===== src/rtl/sercfg_pkg.sv =====
// Package: shared constants for the serial register block.
// Assumes word-indexed slots; flag vector order is fixed below.
package sercfg_pkg;
    localparam int NSLOT   = 10;
    localparam int AW      = 4;
    localparam int NFLAG   = 5;

    typedef enum logic [AW-1:0] {
        SL_MODE  = 4'd0,
        SL_BRATE = 4'd1,
        SL_CTRL  = 4'd2,
        SL_TXB   = 4'd3,
        SL_STAT  = 4'd4,
        SL_RXB   = 4'd5,
        SL_FCTL  = 4'd6,
        SL_RCNT  = 4'd7,
        SL_PORT  = 4'd8,
        SL_LSTAT = 4'd9
    } slot_e;

    // Flag vector positions
    localparam int FL_DR   = 0;
    localparam int FL_RDF  = 1;
    localparam int FL_BRK  = 2;
    localparam int FL_TDE  = 3;
    localparam int FL_TEND = 4;

    // Status word bit positions
    localparam int SB_DR   = 0;
    localparam int SB_RDF  = 1;
    localparam int SB_BRK  = 4;
    localparam int SB_TDE  = 5;
    localparam int SB_TEND = 6;

    // Control bits with side effects
    localparam int CB_TXEN = 5;
    localparam int CB_RIE  = 6;
    localparam int CB_TIE  = 7;

    localparam logic [7:0] MODE_MASK = 8'h7B;
    localparam logic [7:0] CTRL_MASK = 8'hFA;
    localparam logic [7:0] PORT_MASK = 8'hF3;
endpackage


===== src/rtl/sercfg_decode.sv =====
// Module: slot decoder. Turns the word index and strobes into
// one-hot write/read selects and flags reads outside the map.
// Assumes at most one strobe per cycle.
module sercfg_decode
    import sercfg_pkg::*;
#(
    parameter int SLOTS = NSLOT
) (
    input  logic [AW-1:0]    addr,
    input  logic             wr,
    input  logic             rd,
    output logic [SLOTS-1:0] wr_sel,
    output logic [SLOTS-1:0] rd_sel,
    output logic             rd_unmapped
);
    // one select line per mapped slot
    for (genvar i = 0; i < SLOTS; i++) begin : g_sel
        assign wr_sel[i] = wr && (addr == AW'(i));
        assign rd_sel[i] = rd && (addr == AW'(i));
    end

    // read outside the mapped range
    assign rd_unmapped = rd && (int'(addr) >= SLOTS);
endmodule


===== src/rtl/sercfg_cfg.sv =====
// Module: configuration registers (mode, bit-rate, control, port,
// FIFO control) plus the transmit byte handoff and FIFO clear pulse.
// Assumes selects are one-hot and come from sercfg_decode.
module sercfg_cfg
    import sercfg_pkg::*;
#(
    parameter int         DW        = 16,
    parameter int         BW        = 8,
    parameter logic [7:0] BRATE_RST = 8'hFF,
    parameter logic [7:0] CTRL_RST  = 8'h20
) (
    input  logic          clk,
    input  logic          rst_n,
    input  logic [NSLOT-1:0] wr_sel,
    input  logic [DW-1:0] wdata,
    output logic [BW-1:0] mode_q,
    output logic [BW-1:0] brate_q,
    output logic [BW-1:0] ctrl_q,
    output logic [BW-1:0] port_q,
    output logic [DW-1:0] fctl_q,
    output logic [BW-1:0] tx_byte,
    output logic          tx_strobe,
    output logic          fifo_clr
);
    // masked configuration registers
    always_ff @(posedge clk) begin
        if (!rst_n) begin
            mode_q  <= '0;
            brate_q <= BRATE_RST;
            ctrl_q  <= CTRL_RST;
            port_q  <= '0;
            fctl_q  <= '0;
        end else begin
            if (wr_sel[SL_MODE])  mode_q  <= wdata[BW-1:0] & MODE_MASK;
            if (wr_sel[SL_BRATE]) brate_q <= wdata[BW-1:0];
            if (wr_sel[SL_CTRL])  ctrl_q  <= wdata[BW-1:0] & CTRL_MASK;
            if (wr_sel[SL_PORT])  port_q  <= wdata[BW-1:0] & PORT_MASK;
            if (wr_sel[SL_FCTL])  fctl_q  <= wdata;
        end
    end

    // transmit byte capture and one-cycle strobes
    always_ff @(posedge clk) begin
        if (!rst_n) begin
            tx_byte   <= '0;
            tx_strobe <= 1'b0;
            fifo_clr  <= 1'b0;
        end else begin
            tx_strobe <= wr_sel[SL_TXB];
            fifo_clr  <= wr_sel[SL_FCTL] && wdata[1];
            if (wr_sel[SL_TXB]) tx_byte <= wdata[BW-1:0];
        end
    end
endmodule


===== src/rtl/sercfg_status.sv =====
// Module: five status flags with write-zero-to-clear semantics,
// control-write side effects, read re-arm, and the receive interrupt.
// Assumes set pulses are one cycle wide; a set beats a clear.
module sercfg_status
    import sercfg_pkg::*;
#(
    parameter int DW = 16
) (
    input  logic             clk,
    input  logic             rst_n,
    input  logic [NSLOT-1:0] wr_sel,
    input  logic [NSLOT-1:0] rd_sel,
    input  logic [DW-1:0]    wdata,
    input  logic             tx_en,
    input  logic             rie,
    input  logic             rx_trig_set,
    input  logic             brk_set,
    input  logic             dr_set,
    output logic [NFLAG-1:0] flag_q,
    output logic             rx_irq
);
    logic st_wr, ct_wr, rearm;
    logic irq_set, irq_clr;
    logic [NFLAG-1:0] flag_d;

    assign st_wr   = wr_sel[SL_STAT];
    assign ct_wr   = wr_sel[SL_CTRL];
    assign rearm   = rd_sel[SL_STAT] && tx_en;
    assign irq_set = rx_trig_set && rie;
    assign irq_clr = (ct_wr && !wdata[CB_RIE]) ||
                     (st_wr && (!wdata[SB_RDF] || !wdata[SB_DR]));

    // next-state for each flag: clear first, then sets override
    always_comb begin
        flag_d = flag_q;
        if (st_wr) begin
            if (!wdata[SB_TEND]) flag_d[FL_TEND] = 1'b0;
            if (!wdata[SB_TDE])  flag_d[FL_TDE]  = 1'b0;
            if (!wdata[SB_BRK])  flag_d[FL_BRK]  = 1'b0;
            if (!wdata[SB_RDF])  flag_d[FL_RDF]  = 1'b0;
            if (!wdata[SB_DR])   flag_d[FL_DR]   = 1'b0;
        end
        if (wr_sel[SL_TXB])            flag_d[FL_TDE]  = 1'b0;
        if (ct_wr && !wdata[CB_TXEN])  flag_d[FL_TEND] = 1'b1;
        if (rearm) begin
            flag_d[FL_TEND] = 1'b1;
            flag_d[FL_TDE]  = 1'b1;
        end
        if (rx_trig_set) flag_d[FL_RDF] = 1'b1;
        if (brk_set)     flag_d[FL_BRK] = 1'b1;
        if (dr_set)      flag_d[FL_DR]  = 1'b1;
    end

    // flag register
    always_ff @(posedge clk) begin
        if (!rst_n) flag_q <= NFLAG'((1 << FL_TEND) | (1 << FL_TDE));
        else        flag_q <= flag_d;
    end

    // receive interrupt: set wins over clear
    always_ff @(posedge clk) begin
        if (!rst_n)       rx_irq <= 1'b0;
        else if (irq_set) rx_irq <= 1'b1;
        else if (irq_clr) rx_irq <= 1'b0;
    end
endmodule


===== src/rtl/sercfg_regs.sv =====
// Module: top of the serial register block. Ties the decoder,
// configuration registers and status flags together and forms the
// registered read path. Assumes read and write never share a cycle.
module sercfg_regs
    import sercfg_pkg::*;
#(
    parameter int DW = 16,
    parameter int BW = 8,
    parameter int CW = 5
) (
    input  logic          clk,
    input  logic          rst_n,
    input  logic [AW-1:0] bus_addr,
    input  logic          bus_wr,
    input  logic [DW-1:0] bus_wdata,
    input  logic          bus_rd,
    output logic [DW-1:0] bus_rdata,
    output logic          rd_err,
    input  logic [CW-1:0] rx_count,
    input  logic [BW-1:0] rx_head,
    input  logic          rx_trig_set,
    input  logic          brk_set,
    input  logic          dr_set,
    output logic          rx_pop,
    output logic          fifo_clr,
    output logic [1:0]    rx_trig_sel,
    output logic          tx_strobe,
    output logic [BW-1:0] tx_byte,
    output logic [BW-1:0] ser_mode,
    output logic [BW-1:0] ser_brate,
    output logic [BW-1:0] ser_ctrl,
    output logic [BW-1:0] ser_port,
    output logic          tx_irq,
    output logic          rx_irq
);
    localparam int PADB = DW - BW;
    localparam int PADC = DW - CW;

    logic [NSLOT-1:0] wr_sel, rd_sel;
    logic             rd_unmapped;
    logic [DW-1:0]    fctl_q;
    logic [NFLAG-1:0] flag_q;
    logic [DW-1:0]    rd_mux;
    logic [DW-1:0]    stat_word;

    sercfg_decode #(.SLOTS(NSLOT)) u_dec (
        .addr(bus_addr), .wr(bus_wr), .rd(bus_rd),
        .wr_sel(wr_sel), .rd_sel(rd_sel), .rd_unmapped(rd_unmapped)
    );

    sercfg_cfg #(.DW(DW), .BW(BW)) u_cfg (
        .clk(clk), .rst_n(rst_n), .wr_sel(wr_sel), .wdata(bus_wdata),
        .mode_q(ser_mode), .brate_q(ser_brate), .ctrl_q(ser_ctrl),
        .port_q(ser_port), .fctl_q(fctl_q), .tx_byte(tx_byte),
        .tx_strobe(tx_strobe), .fifo_clr(fifo_clr)
    );

    sercfg_status #(.DW(DW)) u_st (
        .clk(clk), .rst_n(rst_n), .wr_sel(wr_sel), .rd_sel(rd_sel),
        .wdata(bus_wdata), .tx_en(ser_ctrl[CB_TXEN]), .rie(ser_ctrl[CB_RIE]),
        .rx_trig_set(rx_trig_set), .brk_set(brk_set), .dr_set(dr_set),
        .flag_q(flag_q), .rx_irq(rx_irq)
    );

    assign tx_irq      = ser_ctrl[CB_TIE];
    assign rx_trig_sel = fctl_q[7:6];
    assign rx_pop      = rd_sel[SL_RXB] && (rx_count != '0);

    // pack flags into the status word layout
    always_comb begin
        stat_word          = '0;
        stat_word[SB_TEND] = flag_q[FL_TEND];
        stat_word[SB_TDE]  = flag_q[FL_TDE];
        stat_word[SB_BRK]  = flag_q[FL_BRK];
        stat_word[SB_RDF]  = flag_q[FL_RDF];
        stat_word[SB_DR]   = flag_q[FL_DR];
    end

    // read multiplexer
    always_comb begin
        rd_mux = '0;
        case (bus_addr)
            SL_MODE:  rd_mux = {{PADB{1'b0}}, ser_mode};
            SL_BRATE: rd_mux = {{PADB{1'b0}}, ser_brate};
            SL_CTRL:  rd_mux = {{PADB{1'b0}}, ser_ctrl};
            SL_STAT:  rd_mux = stat_word;
            SL_RXB:   rd_mux = rx_pop ? {{PADB{1'b0}}, rx_head} : '0;
            SL_FCTL:  rd_mux = fctl_q;
            SL_RCNT:  rd_mux = {{PADC{1'b0}}, rx_count};
            SL_PORT:  rd_mux = {{PADB{1'b0}}, ser_port};
            default:  rd_mux = '0;
        endcase
    end

    // registered read data and error pulse
    always_ff @(posedge clk) begin
        if (!rst_n) begin
            bus_rdata <= '0;
            rd_err    <= 1'b0;
        end else begin
            rd_err <= rd_unmapped;
            if (bus_rd) bus_rdata <= rd_mux;
        end
    end
endmodule


===== config.mk =====
export PLATFORM = sky130hd
export DESIGN_NAME = sercfg_regs
export DESIGN_NICKNAME = d
export VERILOG_FILES = /design/src/rtl/sercfg_pkg.sv /design/src/rtl/sercfg_decode.sv /design/src/rtl/sercfg_cfg.sv /design/src/rtl/sercfg_status.sv /design/src/rtl/sercfg_regs.sv
export SDC_FILE = /design/constraint.sdc
export NUM_CORES = 1
export LEC_CHECK = 0
export ABC_CLOCK_PERIOD_IN_PS = 5700
export BUFFER_PORTS_ARGS = -buffer_cell sky130_fd_sc_hd__buf_2
export CAP_MARGIN = 20
export CORE_MARGIN = 3
export CORE_UTILIZATION = 56
export CTS_CLUSTER_SIZE = 10
export DETAILED_ROUTE_END_ITERATION = 6
export PLACE_DENSITY = 0.85
export SYNTH_ARGS = -nofsm -noshare
export SYNTH_HDL_FRONTEND = slang
export SYNTH_HIERARCHICAL = 1
export SYNTH_SLANG_ARGS = --single-unit

===== constraint.sdc =====
create_clock -name clk -period 5.7 [get_ports clk]
set_input_delay 1.71 -clock clk [delete_from_list [all_inputs] [get_ports clk]]
set_output_delay 1.71 -clock clk [all_outputs]
set_load 0.005 [all_outputs]

==> metrics.md <==
| Metric | Value |
|---|---|
| Share of layout cells above drive strength 1 | 28.14% |
| Via count | 3072 |
| Hold Path Origin | u_st/rx_irq |
| TritonCTS Buffers | 9 |
| Capturing point of the worst reg2reg path | bus_rdata[3] |
| GR Overflow Total | 0 |
| I/O pin total | 104 |
| Static Leak | 1.683 nW |
| Initial antenna violation count | 0 |
| Gpl congestion | 0.9054 |
| Number of remaining DRC errors | 0 |
| R2R depth | 4 |
| Vias in the first global route | 2830 |
| Hold path depth | 2 |
| Kind of end point of the critical path | output port |
| PwrDens | 248.7 nW/um^2 |
| Setup TNS | 0 ns |
| Slew Limit Fails | 0 |
| CP Launch Type | primary input |
| DRT iter0 DRCs | 233 |
| F_max | 221.6 MHz |
| Sequential share of power | 50.6% |
| Cell family with most CP delay | buffers and inverters |
| Max clock buf depth | 2 |
| Reg2reg start | u_cfg/ctrl_q[3] |
| Max-cap violations | 0 |
| Hold Path Class | reg -> reg |
| N_diodes | 0 |
| First-pass GRT wire length | 14.51 mm |
| Per-cell routed wire length | 17.02 um |
| Arr. time, crit path | 2.80 ns |
| CP peak stage delay | 0.40 ns |
| Internal power | 0.7836 mW |
| Crit Path Class | in -> out |
| Area after DPL | 4030 um^2 |
| Slew margin rel. | 20.60% |
| Hold Path End | u_st/rx_irq |
| R2r setup slk | 4.30 ns |
| Utilization after layout | 69.51% |
| Sw Ratio | 26.07% |
| Antenna-violating nets left | 0 |
| Layout Cells excl Fill | 537 |
| Net switching power | 0.2763 mW |
| Setup Buffers After CTS | 0 |
| PostCTS Resize Cnt | 0 |
| Drt pass-1 iters | 4 |
| Final instance area | 4262 um^2 |
| Die H | 87.11 um |
| Core Footprint | 6131 um^2 |
| Syn. warnings | 6 |
| Clk network pwr share | 39.8% |
| Post-Place Cells | 520 |
| Setup-failing EPs final | 0 |
| Final period utilization | 79.16% |
| Post-Syn Area per Cell | 9.719 um^2 |
| Cells after synthesis | 379 |
| # hold bufs at CTS | 0 |
| Status | finished, final reports clean |
| Dpl hpwl | 6.488 mm |
| Final wirelength | 9.139 mm |
| Initial core utilization | 60.08% |
| Std cell rows | 28 |
| Largest net degree at the start of global routing | 62 |
| Area growth, synth to finish | 15.69% |
| Die Wd | 87.11 um |
| Crit Path Max Fanout | 31 |
| Final worst path period need | 4.512 ns |
| Clk pin slew, worst setup/hold paths | 0.08 ns |
| CTS tree | done |
| Pwr Total | 1.060 mW |
| Port Buffers | 97 |
| Most numerous cell on the critical path | buf_2 |
| Tot GR Track Use | 24.62% |
| Number of H-tree levels | 3 |
| Clk_lat worst skew | 0.35 ns |
| Clk Tree Root Cell | clkbuf_8 |
| Worst-path cell chain | buf_2 > nand3b_1 > nor2_1 > o21a_1 > buf_2 |
| Post-DR vias/cell | 5.721 |
| Final hold vios | 0 |
| Final #Nets | 497 |
| WP data required | 3.99 ns |
| Die footprint | 7587 um^2 |
| Cell Area, Synth | 3684 um^2 |
| Clock skew | 0.01219 ns |
| CTS Sinks | 75 |
| CP max stage cell | buf_2 |
| Gate power share | 9.6% |
| VDD IR max | 0.0001867 V |
| Buffers and inverters on the worst path | 2 |
| Worst-Margin Slew | 1.187 ns |
| Unrepaired setup endpoints after global routing | no |
[registers in the layout, indices dropped and copies added (netlist names)]
register,cells
bus_rdata,16
rd_err,1
u_cfg/brate_q,8
u_cfg/ctrl_q,6
u_cfg/fctl_q,16
u_cfg/fifo_clr,1
u_cfg/mode_q,6
u_cfg/port_q,6
u_cfg/tx_byte,8
u_cfg/tx_strobe,1
u_st/flag_q,5
u_st/rx_irq,1
[worst register-to-register path, cell delays in order, from the launching register on]
cell	delay [ns]
dfxtp_1	0.38
mux2i_1	0.09
or4_1	0.44
o2111a_1	0.15
a221oi_1	0.23
[metrics by stage]
stage	setup slack (ns)	hold slack (ns)
floorplan	1.571	0.4524
global placement	1.278	0.4623
detailed placement	1.236	0.4668
CTS	1.229	0.4854
global route	1.091	0.5170
finish	1.188	0.4783
[layout by cell type (no fill, tap or decap), drive strengths merged, types with 7 or more instances in the layout]
cell type / instances
nand2b: 7
nor2: 23
nand3b: 11
o21ai: 9
nand2: 21
a22oi: 10
mux2i: 63
nor2b: 45
buf: 98
inv: 12
clkbuf: 9
dfxtp: 75
[final cells by class]
cell class	instances	area, um^2
timing repair buffer	98	513.0
fill	485	1869
inverter	8	30.03
tap	75	93.84
clock buffer	9	123.9
sequential	75	1501
multi-input combinational	265	1919
clock inverter	7	80.08
[power by group through the flow]
stage | clock network (mW) | registers, mW | logic, mW
global route | 0.456 | 0.537 | 0.111
CTS | 0.433 | 0.536 | 0.0986
floorplan | 0 | 0.548 | 0.0696
detailed placement | 0 | 0.549 | 0.0983
finish | 0.422 | 0.536 | 0.102
global placement | 0 | 0.548 | 0.0961
[worst max path at each step]
stage / startpoint / to / slack [ns] / cells after the start
2_1_floorplan: rx_count[0] / rx_pop / 1.57 / 2
3_3_place_gp: bus_addr[2] / rx_pop / 1.28 / 5
3_5_place_dp: bus_addr[2] / rx_pop / 1.24 / 5
4_1_cts: bus_addr[2] / rx_pop / 1.23 / 5
5_1_grt: bus_addr[2] / rx_pop / 1.09 / 5
6_report: bus_addr[2] / rx_pop / 1.19 / 5
[metal layers]
layer | track usage, % | wire length (um)
met3 | 6.244 | 656
met5 | 0 | 0
met2 | 38.10 | 4241
met4 | 6.416 | 64
met1 | 34.31 | 4177
Power figures use the tool's default switching activity.
